<file path="src/rtl/dpot_pkg.sv">
// Package: shared widths and command codes of the serial decoder.
// Assumes the word layout: 2 ignored bits, 4 command bits, 10 data bits.
package dpot_pkg;
    localparam int WORD_W = 16;
    localparam int CMD_W  = 4;
    localparam int DATA_W = 10;

    typedef enum logic [CMD_W-1:0] {
        CMD_NOP      = 4'd0,
        CMD_WR_WIPER = 4'd1,
        CMD_RD_WIPER = 4'd2,
        CMD_STORE    = 4'd3,
        CMD_REFRESH  = 4'd4,
        CMD_RD_NV    = 4'd5,
        CMD_WR_CTRL  = 4'd6,
        CMD_RD_CTRL  = 4'd7,
        CMD_SHDN     = 4'd8
    } dpot_cmd_e;
endpackage

</file>
<file path="src/rtl/dpot_serial_rx.sv">
// Module: serial receiver. Samples sync_n/sclk/din on clk and shifts on rising sclk
// inside a transfer. When sync_n rises, it flags a word as valid if the bit count is
// a positive multiple of WORD_W and the store is not busy.
// Assumes: inputs synchronous to clk, WORD_W a power of two, clk >= 4x sclk.
module dpot_serial_rx
    import dpot_pkg::*;
(
    input  logic              clk,
    input  logic              rst_n,
    input  logic              sync_n,
    input  logic              sclk,
    input  logic              din,
    input  logic              nv_busy,
    output logic [WORD_W-1:0] word,
    output logic              word_ok,
    output logic              sclk_fall,
    output logic              sync_fall,
    output logic              sync_rise
);
    localparam int CNT_W = $clog2(WORD_W);

    logic             sclk_q, sclk_qq, sync_q, sync_qq, din_q;
    logic [CNT_W-1:0] bit_cnt;
    logic             got_bits;
    logic             sclk_rise;

    // Register the serial pins once and keep a delayed copy for edge detection.
    always_ff @(posedge clk) begin
        if (!rst_n) begin
            sclk_q  <= 1'b0;
            sclk_qq <= 1'b0;
            sync_q  <= 1'b1;
            sync_qq <= 1'b1;
            din_q   <= 1'b0;
        end else begin
            sclk_q  <= sclk;
            sclk_qq <= sclk_q;
            sync_q  <= sync_n;
            sync_qq <= sync_q;
            din_q   <= din;
        end
    end

    assign sclk_rise = sclk_q & ~sclk_qq & ~sync_q;
    assign sclk_fall = ~sclk_q & sclk_qq & ~sync_q;
    assign sync_fall = ~sync_q & sync_qq;
    assign sync_rise = sync_q & ~sync_qq;

    // Shift data and count bits within a transfer; restart the count on each new transfer.
    always_ff @(posedge clk) begin
        if (!rst_n) begin
            word     <= '0;
            bit_cnt  <= '0;
            got_bits <= 1'b0;
        end else if (sync_fall) begin
            bit_cnt  <= '0;
            got_bits <= 1'b0;
        end else if (sclk_rise) begin
            word     <= {word[WORD_W-2:0], din_q};
            bit_cnt  <= bit_cnt + 1'b1;
            got_bits <= 1'b1;
        end
    end

    // Qualify the received word when the transfer closes.
    always_ff @(posedge clk) begin
        if (!rst_n) word_ok <= 1'b0;
        else        word_ok <= sync_rise && got_bits && (bit_cnt == '0) && !nv_busy;
    end


    // word_ok_pulse_chk: a word is decoded at most once per transfer close
    word_ok_pulse_chk: assert property (@(posedge clk) disable iff (!rst_n)
        word_ok |=> !word_ok);
endmodule

</file>
<file path="src/rtl/dpot_cmd_exec.sv">
// Module: command executor. Applies one decoded word to the wiper, control and
// shutdown state. It issues store and refresh pulses and builds readback words.
// Assumes word_ok is a single-cycle strobe.
module dpot_cmd_exec
    import dpot_pkg::*;
#(
    parameter int               CTRL_W    = 3,
    parameter logic [DATA_W-1:0] WIPER_RST = 10'd512
) (
    input  logic              clk,
    input  logic              rst_n,
    input  logic              word_ok,
    input  logic [13:0]       word_lo,
    input  logic [DATA_W-1:0] nv_rdata,
    input  logic              nv_load_valid,
    input  logic [DATA_W-1:0] nv_load_data,
    output logic [DATA_W-1:0] wiper,
    output logic [CTRL_W-1:0] ctrl,
    output logic              shutdown,
    output logic              store_req,
    output logic              refresh_req,
    output logic              rd_load,
    output logic [WORD_W-1:0] rd_word
);
    dpot_cmd_e         cmd;
    logic [DATA_W-1:0] data;

    assign cmd  = dpot_cmd_e'(word_lo[DATA_W+CMD_W-1:DATA_W]);
    assign data = word_lo[DATA_W-1:0];

    // Update state registers from a decoded command or a recalled code.
    always_ff @(posedge clk) begin
        if (!rst_n) begin
            wiper       <= WIPER_RST;
            ctrl        <= '0;
            shutdown    <= 1'b0;
            store_req   <= 1'b0;
            refresh_req <= 1'b0;
            rd_load     <= 1'b0;
            rd_word     <= '0;
        end else begin
            store_req   <= 1'b0;
            refresh_req <= 1'b0;
            rd_load     <= 1'b0;
            if (nv_load_valid) wiper <= nv_load_data;
            if (word_ok) begin
                case (cmd)
                    CMD_WR_WIPER: wiper <= data;
                    CMD_RD_WIPER: begin
                        rd_load <= 1'b1;
                        rd_word <= WORD_W'(wiper);
                    end
                    CMD_STORE:    store_req   <= 1'b1;
                    CMD_REFRESH:  refresh_req <= 1'b1;
                    CMD_RD_NV: begin
                        rd_load <= 1'b1;
                        rd_word <= WORD_W'(nv_rdata);
                    end
                    CMD_WR_CTRL:  ctrl <= data[CTRL_W-1:0];
                    CMD_RD_CTRL: begin
                        rd_load <= 1'b1;
                        rd_word <= WORD_W'(ctrl);
                    end
                    CMD_SHDN:     shutdown <= data[0];
                    default: ;
                endcase
            end
        end
    end


    // store_pulse_chk: store request lasts one cycle
    store_pulse_chk: assert property (@(posedge clk) disable iff (!rst_n)
        store_req |=> !store_req);


    // refresh_pulse_chk: refresh request lasts one cycle
    refresh_pulse_chk: assert property (@(posedge clk) disable iff (!rst_n)
        refresh_req |=> !refresh_req);


    // rd_hi_zero_chk: readback upper bits are always zero
    rd_hi_zero_chk: assert property (@(posedge clk) disable iff (!rst_n)
        rd_load |-> (rd_word[WORD_W-1:DATA_W] == '0));
endmodule

</file>
<file path="src/rtl/dpot_sdo_tx.sv">
// Module: readback shifter. Holds a pending readback word and loads it when a
// transfer opens. It shifts the word out MSB first after each falling sclk.
// Assumes: the strobes come from the receiver's sampled edges.
module dpot_sdo_tx
    import dpot_pkg::*;
(
    input  logic              clk,
    input  logic              rst_n,
    input  logic              rd_load,
    input  logic [WORD_W-1:0] rd_word,
    input  logic              sync_fall,
    input  logic              sync_rise,
    input  logic              sclk_fall,
    output logic              sdo
);
    logic [WORD_W-1:0] pend_word;
    logic              pend_valid;
    logic [WORD_W-1:0] tx_shift;

    // Keep the latest readback until the next transfer consumes it.
    always_ff @(posedge clk) begin
        if (!rst_n) begin
            pend_word  <= '0;
            pend_valid <= 1'b0;
        end else if (rd_load) begin
            pend_word  <= rd_word;
            pend_valid <= 1'b1;
        end else if (sync_fall) begin
            pend_valid <= 1'b0;
        end
    end

    // Load at transfer start, shift on falling sclk, clear at transfer end.
    always_ff @(posedge clk) begin
        if (!rst_n)          tx_shift <= '0;
        else if (sync_fall)  tx_shift <= pend_valid ? pend_word : '0;
        else if (sync_rise)  tx_shift <= '0;
        else if (sclk_fall)  tx_shift <= {tx_shift[WORD_W-2:0], 1'b0};
    end

    assign sdo = tx_shift[WORD_W-1];


    // sdo_idle_chk: sdo low in the cycle after a transfer closes
    sdo_idle_chk: assert property (@(posedge clk) disable iff (!rst_n)
        sync_rise |=> !sdo);
endmodule

</file>
<file path="src/rtl/dpot_spi_decoder.sv">
// Module: top of the serial command decoder for a digitally controlled resistor.
// It connects the receiver, the command executor and the readback shifter.
// Assumes: serial pins synchronous to clk, and clk at least 4x the serial clock.
module dpot_spi_decoder
    import dpot_pkg::*;
#(
    parameter int               CTRL_W    = 3,
    parameter logic [DATA_W-1:0] WIPER_RST = 10'd512
) (
    input  logic              clk,
    input  logic              rst_n,
    input  logic              sync_n,
    input  logic              sclk,
    input  logic              din,
    output logic              sdo,
    input  logic              nv_busy,
    input  logic [DATA_W-1:0] nv_rdata,
    input  logic              nv_load_valid,
    input  logic [DATA_W-1:0] nv_load_data,
    output logic              store_req,
    output logic              refresh_req,
    output logic [DATA_W-1:0] wiper,
    output logic [CTRL_W-1:0] ctrl,
    output logic              shutdown
);
    logic [WORD_W-1:0] word;
    logic              word_ok, sclk_fall, sync_fall, sync_rise;
    logic              rd_load;
    logic [WORD_W-1:0] rd_word;

    dpot_serial_rx i_rx (
        .clk(clk), .rst_n(rst_n), .sync_n(sync_n), .sclk(sclk), .din(din),
        .nv_busy(nv_busy), .word(word), .word_ok(word_ok),
        .sclk_fall(sclk_fall), .sync_fall(sync_fall), .sync_rise(sync_rise)
    );

    dpot_cmd_exec #(.CTRL_W(CTRL_W), .WIPER_RST(WIPER_RST)) i_exec (
        .clk(clk), .rst_n(rst_n), .word_ok(word_ok), .word_lo(word[13:0]),
        .nv_rdata(nv_rdata), .nv_load_valid(nv_load_valid),
        .nv_load_data(nv_load_data), .wiper(wiper), .ctrl(ctrl),
        .shutdown(shutdown), .store_req(store_req), .refresh_req(refresh_req),
        .rd_load(rd_load), .rd_word(rd_word)
    );

    dpot_sdo_tx i_tx (
        .clk(clk), .rst_n(rst_n), .rd_load(rd_load), .rd_word(rd_word),
        .sync_fall(sync_fall), .sync_rise(sync_rise), .sclk_fall(sclk_fall),
        .sdo(sdo)
    );


    // busy_lock_chk: while storing, only a recall may move state
    busy_lock_chk: assert property (@(posedge clk) disable iff (!rst_n)
        (nv_busy && !nv_load_valid) |=> ($stable(wiper) && $stable(ctrl) && $stable(shutdown)));


    // idle_stable_chk: with select high and no recall, the wiper holds
    idle_stable_chk: assert property (@(posedge clk) disable iff (!rst_n)
        (sync_n && $past(sync_n) && !nv_load_valid && !word_ok) |=> $stable(wiper));
endmodule

</file>
<file path="config.mk">
export PLATFORM = sky130hd
export DESIGN_NAME = dpot_spi_decoder
export DESIGN_NICKNAME = d
export VERILOG_FILES = /design/src/rtl/dpot_pkg.sv /design/src/rtl/dpot_serial_rx.sv /design/src/rtl/dpot_cmd_exec.sv /design/src/rtl/dpot_sdo_tx.sv /design/src/rtl/dpot_spi_decoder.sv
export SDC_FILE = /design/constraint.sdc
export NUM_CORES = 1
export LEC_CHECK = 0
export ABC_AREA = 1
export BUFFER_PORTS_ARGS = -buffer_cell sky130_fd_sc_hd__buf_4
export CORE_ASPECT_RATIO = 0.5
export CORE_MARGIN = 4
export CORE_UTILIZATION = 50
export CTS_BUF_LIST = sky130_fd_sc_hd__clkbuf_2 sky130_fd_sc_hd__clkbuf_4 sky130_fd_sc_hd__clkbuf_8
export DETAILED_ROUTE_END_ITERATION = 16
export HOLD_SLACK_MARGIN = 0.05
export PLACE_DENSITY_LB_ADDON = 0.3
export SLEW_MARGIN = 5
export SYNTH_ARGS = -nofsm -noshare
export SYNTH_HDL_FRONTEND = slang
export SYNTH_HIERARCHICAL = 1
export SYNTH_SLANG_ARGS = --single-unit
</file>
<file path="constraint.sdc">
create_clock -name clk -period 1.55 [get_ports clk]
set_input_delay 0.31 -clock clk [delete_from_list [all_inputs] [get_ports clk]]
set_output_delay 0.31 -clock clk [all_outputs]
set_load 0.01 [all_outputs]
</file>
==> After elaboration in Yosys (flattened, before gate mapping) <==
Index checks and enable logic that the tools add are counted.
{ "word_totals": {"regBits": 91, "input_bits": 27, "output_inout_bits": 17, "wordCells": 68} }
{ "op_classes": {"n_addsub": 1, "eq_ne": 8, "n_mux": 13, "n_bitwise": 12, "n_reduce_logical": 15} }
{ "op_table": {"columns": ["op", "count"], "rows": [
  ["two-way mux 16 bit", 4],
  ["one-hot mux 16 bit (3 select lines)", 1],
  ["two-way mux 10 bit", 3],
  ["equality test 4 x 3 -> 1 bit, second input constant", 4],
  ["AND reduction 2 bit", 5],
  ["equality test 4 x 2 -> 1 bit, second input constant", 2],
  ["AND 1 bit", 6],
  ["inverter 1 bit", 6],
  ["nonzero test 3 bit", 2],
  ["two-way mux 1 bit", 5],
  ["adder 4 x 1 -> 4 bit, second input constant", 1],
  ["equality test 4 x 1 -> 1 bit, second input constant", 1],
  ["equality test 4 bit, second input constant", 1],
  ["logical NOT 4 bit", 1],
  ["logical AND 1 bit", 3],
  ["OR reduction 3 bit", 1],
  ["nonzero test 2 bit", 1],
  ["OR reduction 2 bit", 1],
  ["logical NOT 1 bit", 1]
]} }

==> Depth between registers and ports, before layout <==
Gate-level depths: netlist of run 1.
{ "depth": {"word_depth": 6, "mapped_depth": 9, "ltp_nobuf": 8} }

==> Hierarchy <==
Netlist of run 1, hierarchy kept.
{ "modules_own_cells": {"columns": ["mod", "n_inst", "cells_per_inst", "area_each_um2", "seq_area_each_um2"], "rows": [
  ["dpot_sdo_tx", 1, 212, 1447.6, 660.6],
  ["dpot_cmd_exec", 1, 217, 1411.4, 540.5],
  ["dpot_serial_rx", 1, 161, 1113.6, 540.5]
]} }

==> Worst setup path after synthesis of run 1 <==
No wires, ideal clock.
{ "synth_timing": {"path_kind": "reg-to-reg", "start": "register i_rx.sync_q", "end": "register i_tx.tx_shift[1]", "setup_ns": 0.111, "arrival_time_ns": 1.086, "required_ns": 1.439, "path_slack_ns": 0.352, "stages_incl_launch_ff": 9, "path_buffers": 1, "period_less_slack_ns": 1.198, "path_cell_list": "dfxtp_1 inv_1 nor2_1 nor2_2 buf_2 nand2_1 nand2_1 nor2_1 nor2_1"} }
{ "synth_via": {"elab_chain_len": 3, "word_cells_on_any_way": 7, "cone_classes": "mux (2); bitwise (4); reduce/logical (1)"} }
{ "synth_lines": {"columns": ["element", "line", "text"], "rows": [
  ["start: declaration", "dpot_serial_rx.sv:22", "logic sclk_q, sclk_qq, sync_q, sync_qq, din_q;"],
  ["start signal: assignment", "dpot_serial_rx.sv:38", "sync_q <= sync_n;"],
  ["AND 1 bit (*)", "dpot_serial_rx.sv:47", "assign sync_rise = sync_q & ~sync_qq;"],
  ["named net sync_rise", "dpot_spi_decoder.sv:27", "logic word_ok, sclk_fall, sync_fall, sync_rise;"],
  ["two-way mux 16 bit", "dpot_sdo_tx.sv:37", "else if (sync_rise) tx_shift <= '0;"],
  ["two-way mux 16 bit", "dpot_sdo_tx.sv:36", "else if (sync_fall) tx_shift <= pend_valid ? pend_word : '0;"],
  ["end signal: assignment", "dpot_sdo_tx.sv:36", null],
  ["end signal: assignment", "dpot_sdo_tx.sv:38", "else if (sclk_fall) tx_shift <= {tx_shift[WORD_W-2:0], 1'b0};"],
  ["end: declaration", "dpot_sdo_tx.sv:18", "logic [WORD_W-1:0] tx_shift;"]
]} }
Mark *: on every way through the listed nets, which the timed path passes. The rest lies on a longest branch.
A chain may end at the register's enable or synchronous reset.

==> Worst setup path after layout of run 1 <==
{ "layout_timing": {"start": "register i_rx.sync_q", "end": "register i_tx.tx_shift[7]"} }
{ "layout_via": {"elab_chain_len": 3, "word_cells_on_any_way": 7, "cone_classes": "mux (2); bitwise (4); reduce/logical (1)"} }
{ "layout_lines": {"columns": ["element", "line", "text"], "rows": [
  ["inverter 1 bit", "dpot_serial_rx.sv:45", "assign sclk_fall = ~sclk_q & sclk_qq & ~sync_q;"],
  ["AND 1 bit", "dpot_serial_rx.sv:45", null],
  ["named net sclk_fall", "dpot_spi_decoder.sv:27", null],
  ["nonzero test 3 bit (no line)", null, null]
]} }
The timed path passes the listed nets, and every way through them passes these cells.

==> results of run 1 <==
## where the power goes
part           switching (uW)  total, uW  internal (uW)
Combinational             179        335            156
Sequential               37.3       2270           2240
Clock                     774       1810           1030
Total                     991       4420           3430
## final timing paths
path	end	slack, ns
setup / recovery	i_tx/tx_shift[7]	0.15
hold / removal	i_rx/sync_q	0.12
setup reg to reg	i_tx/tx_shift[7]	0.15
hold reg to reg	i_rx/word[0]	0.47
## final cells by class
class | instances | area (um2) | share of cell area, %
flip-flops and latches | 85 | 1702 | 37.51
repair buffers | 51 | 395.4 | 8.715
inverters | 64 | 242.7 | 5.350
clock buffers | 13 | 166.4 | 3.668
clock inverters | 3 | 67.56 | 1.489
multi-input cells | 405 | 1828 | 40.29
well taps | 108 | 135.1 | 2.978
## per-layer routing
metal	track usage, %	wire, um
met3	5.612	362
met1	23.40	3971
met4	4.954	42
met2	28.48	3621
met5	0	0
## worst max-delay path, delay by kind of cell (launching register included)
kind / cells / cell delay [ns]
AND/OR/NAND/NOR: 3 / 0.36
buffers and inverters: 3 / 0.33
AO/OA/AOI/OAI: 1 / 0.20
flip-flops: 1 / 0.40
## metrics by stage
step	hold slack, ns	utilization [%]	cells	worst slack, ns
after floorplan	0.3948	-	583	0.3522
after global placement	0.4401	57.13	712	-0.2297
after detailed placement	0.4468	57.13	712	-0.2851
after CTS	0.1082	60.42	729	0.002275
after global routing	0.1112	60.82	729	0.04093
final	0.1248	60.82	729	0.1541
## registers in the layout, indices dropped and copies added (netlist names)
register            count
i_tx/pend_word         16
i_tx/tx_shift          16
i_rx/word              14
i_exec/rd_word         10
i_exec/wiper           10
i_rx/bit_cnt            4
i_exec/ctrl             3
i_exec/rd_load          1
i_exec/refresh_req      1
i_exec/shutdown         1
i_exec/store_req        1
i_rx/din_q              1
i_rx/got_bits           1
i_rx/sclk_q             1
i_rx/sclk_qq            1
i_rx/sync_q             1
i_rx/sync_qq            1
i_rx/word_ok            1
i_tx/pend_valid         1
## cell usage in the layout (no fill, tap or decap)
cell	instances
nand2_1	147
nor2_1	131
dfxtp_1	85
inv_1	59
o21ai_0	53
buf_4	50
nand3b_1	25
nand3_1	16
clkbuf_8	11
nor2_4	7
conb_1	6
a21oi_1	5
inv_2	4
nor3_1	3
bufinv_16	2
clkbuf_4	2
nor2_2	2
ha_1	2
clkinvlp_4	1
nand4_1	1
nand3_2	1
nor4_1	1
nand3_4	1
inv_4	1
o211ai_1	1
nand2_2	1
nand2_4	1
o21bai_1	1
buf_12	1
## what timing repair did
| item | in CTS | in global routing |
|---|---|---|
| pin swaps | 1 | 0 |
| endpoints found under the setup margin | 16 | 25 |
| resized for setup | 1 | 7 |
| gates cloned | 1 | 0 |
==> results.md, run 1 <==
- Outcome: completed
- Die width: 132.8 um
- DR WL/cell: 10.97 um
- Minimum clock period: 1.396 ns
- Max VDD drop: 0.5018 mV
- Share of cells above drive strength 1: 13.69%
- Vias in the first global route: 3051
- CTS Buf Count: 9
- Synth Cell Area: 3895 um2
- Endpoint type of the worst setup path: flop
- Area after DPL: 4262 um2
- IO Port Bufs: 43
- Crit path DAT: 1.66 ns
- Post-DP HPWL: 5142 um
- Starting Density: 52.21%
- Diodes inserted: 0
- Leak Pwr: 0.002337 uW
- Global-route wire length before repair: 13810 um
- Initial DRT Pass Iterations: 4
- Total die area: 9352 um2
- HP Class: input pin to flop
- Clock slew at reported path FFs: 0.08 ns
- Data required, critical path: 1.81 ns
- Longest Clk Path Bufs: 2
- Vias per cell: 4.641
- Crit-path slowest cell: dfxtp_1
- Final setup violating endpoints: 0
- Cells on worst reg2reg path: 7
- IO Pins: 44
- Hold path start: sync_n
- # clock sinks: 85
- Syn Inst Count: 578
- Synthesized area per cell: 6.739 um2
- Gpl congestion: 0.7947
- Worst hold path depth: 3
- Fin nets: 645
- Post-CTS setup buffers: 0
- Via count: 3383
- Slowest stage delay, CP: 0.40 ns
- Cells along the critical path: nor3_1 -> inv_1 -> buf_4 -> o21ai_0 -> nand2_1 -> inv_1 -> nor2_1
- RSZ-0062 raised after global routing: false
- Initial antenna violation count: 0
- Critical path fanouts, max: 31
- Worst setup startpoint: i_rx/sync_q
- Routed wire length: 7999 um
- Congestion Overflow GR: 0
- CTS tree: built
- Critical path launch point type: flop
- Initial DRC count: 237
- Final Hold Fails: 0
- Number of H-tree levels: 3
- Post-Route Skew: 0.008297 ns
- Power consumption: 4416 uW
- Yosys Warn Count: 6
- Fin crit share: 90.06%
- Power density over the cells: 973.5 nW/um2
- Final Slew Violations: 0
- Clk_lat worst skew: 0.36 ns
- Reg-to-reg startpoint: i_rx/sync_q
- Hold buffer count at CTS: 0
- Row count: 22
- Fin Setup TNS: 0 ns
- Die span in y: 70.41 um
- Filler Cells Inserted: 676
- Root buf cell: clkbuf_8
- Fmax: 716.4 MHz
- GR Util All Layers: 17.86%
- Area Overhead vs Synth: 16.48%
- Max cap viols: 0
- Antenna-violating nets left: 0
- Largest net degree at the start of global routing: 44
- Final non-filler cell area: 4537 um2
- DRC Markers: 0
- Critical path class: flop to flop
- Area of the core: 7460 um2
- Crit-path most repeated cell: inv_1
No activity file was read; power rests on OpenSTA's default activity.
==> inputs of run 2 (changes only) <==
--- a/config.mk
+++ b/config.mk
@@ -14,6 +14,7 @@
 export DETAILED_ROUTE_END_ITERATION = 16
 export HOLD_SLACK_MARGIN = 0.05
 export PLACE_DENSITY_LB_ADDON = 0.3
+export REMOVE_ABC_BUFFERS = 1
 export SLEW_MARGIN = 5
 export SYNTH_ARGS = -nofsm -noshare
 export SYNTH_HDL_FRONTEND = slang
==> run 2 against run 1 <==
Net effect:
- global-route usage decreased by 0.75 points
- first-iteration DRC count increased by 14%
- largest cell class unchanged
- worst setup slack improved by 0.019 ns
- sequential power about the same
- utilization decreased by 0.94 points
- combinational power about the same
- via count increased by 0.53%
- fmax increased by 1.4%
- clock skew decreased by 0.0017 ns
- flip-flop and latch count unchanged
==> results.md, run 2 (synthesis gave the netlist of run 1 again) <==
- Outcome: completed
- Filler Cells Inserted: 691
- Slew HR: 59.70%
- # clock sinks: 85
- Post-DP HPWL: 5200 um
- Final Hold Fails: 0
- Initial DRT Pass Iterations: 4
- GR Util All Layers: 17.12%
- Minimum clock period: 1.377 ns
- Root buf cell: clkbuf_8
- Critical path class: flop to flop
- Diodes inserted: 0
- Die span in y: 70.41 um
- Critical path fanouts, max: 31
- Non-filler instance count after layout: 730
- Fmax: 726.1 MHz
- Post-Route Skew: 0.006548 ns
- Share of cells above drive strength 1: 13.67%
- Fin crit share: 88.85%
- CTS Buf Count: 9
- Sequential fraction of design power: 57.3%
- Via count: 3401
- Vias per cell: 4.659
- Cells along the critical path: buf_4 -> nor3_1 -> inv_1 -> buf_4 -> o21ai_0 -> nand2_1 -> inv_1 -> nor2_1
- P_sw: 906.8 uW
- Critical path launch point type: flop
- Hold buffer count at CTS: 0
- Congestion Overflow GR: 0
- Worst slew pin tran: 0.6039 ns
- Data required, critical path: 1.80 ns
- Area Overhead vs Synth: 14.68%
- Clk_lat worst skew: 0.34 ns
- IO Port Bufs: 43
- Area of the core: 7460 um2
- Vias in the first global route: 3005
- Antenna-violating nets left: 0
- Fin util: 59.88%
- Multi-input gate area in the final layout: 1810 um2
- IO Pins: 44
- Cell count after placement: 715
- Endpoint type of the worst setup path: flop
- Row count: 22
- Gpl congestion: 0.8642
- Final Slew Violations: 0
- Final hold slack: 0.1421 ns
- DR WL/cell: 10.69 um
- Fin Setup TNS: 0 ns
- Max VDD drop: 0.4281 mV
- CTS tree: built
- Routed wire length: 7805 um
- Crit-path slowest cell: dfxtp_1
- Commonest non-fill, non-tap cell in the layout: nand2_1
- Fin nets: 648
- HP Class: input pin to flop
- Largest net degree at the start of global routing: 32
- Crit path DAT: 1.63 ns
- Clk network pwr share: 34.3%
- Sw Ratio: 22.88%
- Leak Pwr: 0.002319 uW
- Biggest regs: i_tx/pend_word: 16 flops, i_tx/tx_shift: 16 flops, i_rx/word: 14 flops
- Power density over the cells: 887.4 nW/um2
- Max cap viols: 0
- Number of H-tree levels: 3
- Slowest stage delay, CP: 0.33 ns
- Initial DRC count: 271
- Global-route wire length before repair: 13370 um
- Longest Clk Path Bufs: 2
- Internal power: 3057 uW
- Most frequent cells in the layout: 147 x nand2_1, 132 x nor2_1, 85 x dfxtp_1
- Combinational share of power: 8.4%
- DRC Markers: 0
- Total die area: 9352 um2
- Starting Density: 52.21%
- Storage cell area: 1702 um2
- Clock slew at reported path FFs: 0.08 ns
- Die width: 132.8 um
- Final setup violating endpoints: 0
- Initial antenna violation count: 0
run 2: cell types whose count changed in the layout (fill, tap and decap cells not counted):
cell and change:
buf_4 +4, nor2_4 -3, bufinv_16 -2, clkinv_2 +2, nor2_2 +2, buf_12 -1
clkbuf_4 -1, clkinvlp_4 -1, inv_2 -1, inv_4 +1, nor2_1 +1, o21ai_0 -1
o21ai_1 +1
run 2: per-layer routing:
layer | global-route usage [%] | wire length [um] | vias to the layer above
met3 | 4.604 | 299 | 12
met5 | 0 | 0 | -
li1 | - | - | 1842
met2 | 27.70 | 3513 | 55
met4 | 4.839 | 91 | 0
met1 | 22.54 | 3900 | 1492
run 2: per-stage QoR:
| step | power [uW] | area (um2) | worst slack (ns) |
|---|---|---|---|
| after global routing | 4170 | 4467 | -0.001002 |
| final | 3964 | 4467 | 0.1728 |
| after global placement | 2642 | 4272 | -0.1089 |
| after detailed placement | 2649 | 4272 | -0.1729 |
| after floorplan | 2489 | 3731 | 0.06399 |
| after CTS | 4015 | 4446 | 0.1013 |
run 2: timing repair:
action,4_1_cts,5_1_grt
cloned,0,1
endpoints found under the setup margin,16,22
buffers inserted,0,0
pin swaps,0,1
resized for setup,1,5
run 2: worst paths after layout:
kind	startpoint	to	slack, ns	depth (start not counted)
worst min-delay path	sync_n	i_rx/sync_q	0.14	3
worst max register to register	i_rx/sync_q	i_tx/tx_shift[12]	0.17	8
worst min register to register	i_rx/din_q	i_rx/word[0]	0.46	2
worst max-delay path	i_rx/sync_q	i_tx/tx_shift[12]	0.17	8
run 2: power groups by stage:
stage                     Combinational [uW]  Sequential (uW)  Clock, uW
final                                    334             2270       1360
after detailed placement                 328             2320          0
after global placement                   321             2320          0
after floorplan                          169             2320          0
after CTS                                331             2270       1410
after global routing                     387             2280       1510
run 2: layout make-up:
cell class | instances | share of cell area, %
Clock buffer | 12 | 3.557
Timing Repair Buffer | 54 | 9.076
Multi-Input combinational cell | 405 | 40.53
Tap cell | 108 | 3.025
Sequential cell | 85 | 38.10
Inverter | 64 | 5.490
Clock inverter | 2 | 0.2241
run 2: critical path, delay by kind of cell (launching register included):
family / cells / cell delay (ns)
DFF: 1 / 0.33
and+or+nand+nor: 3 / 0.27
buffers and inverters: 4 / 0.48
AOI/OAI and AO/OA: 1 / 0.19
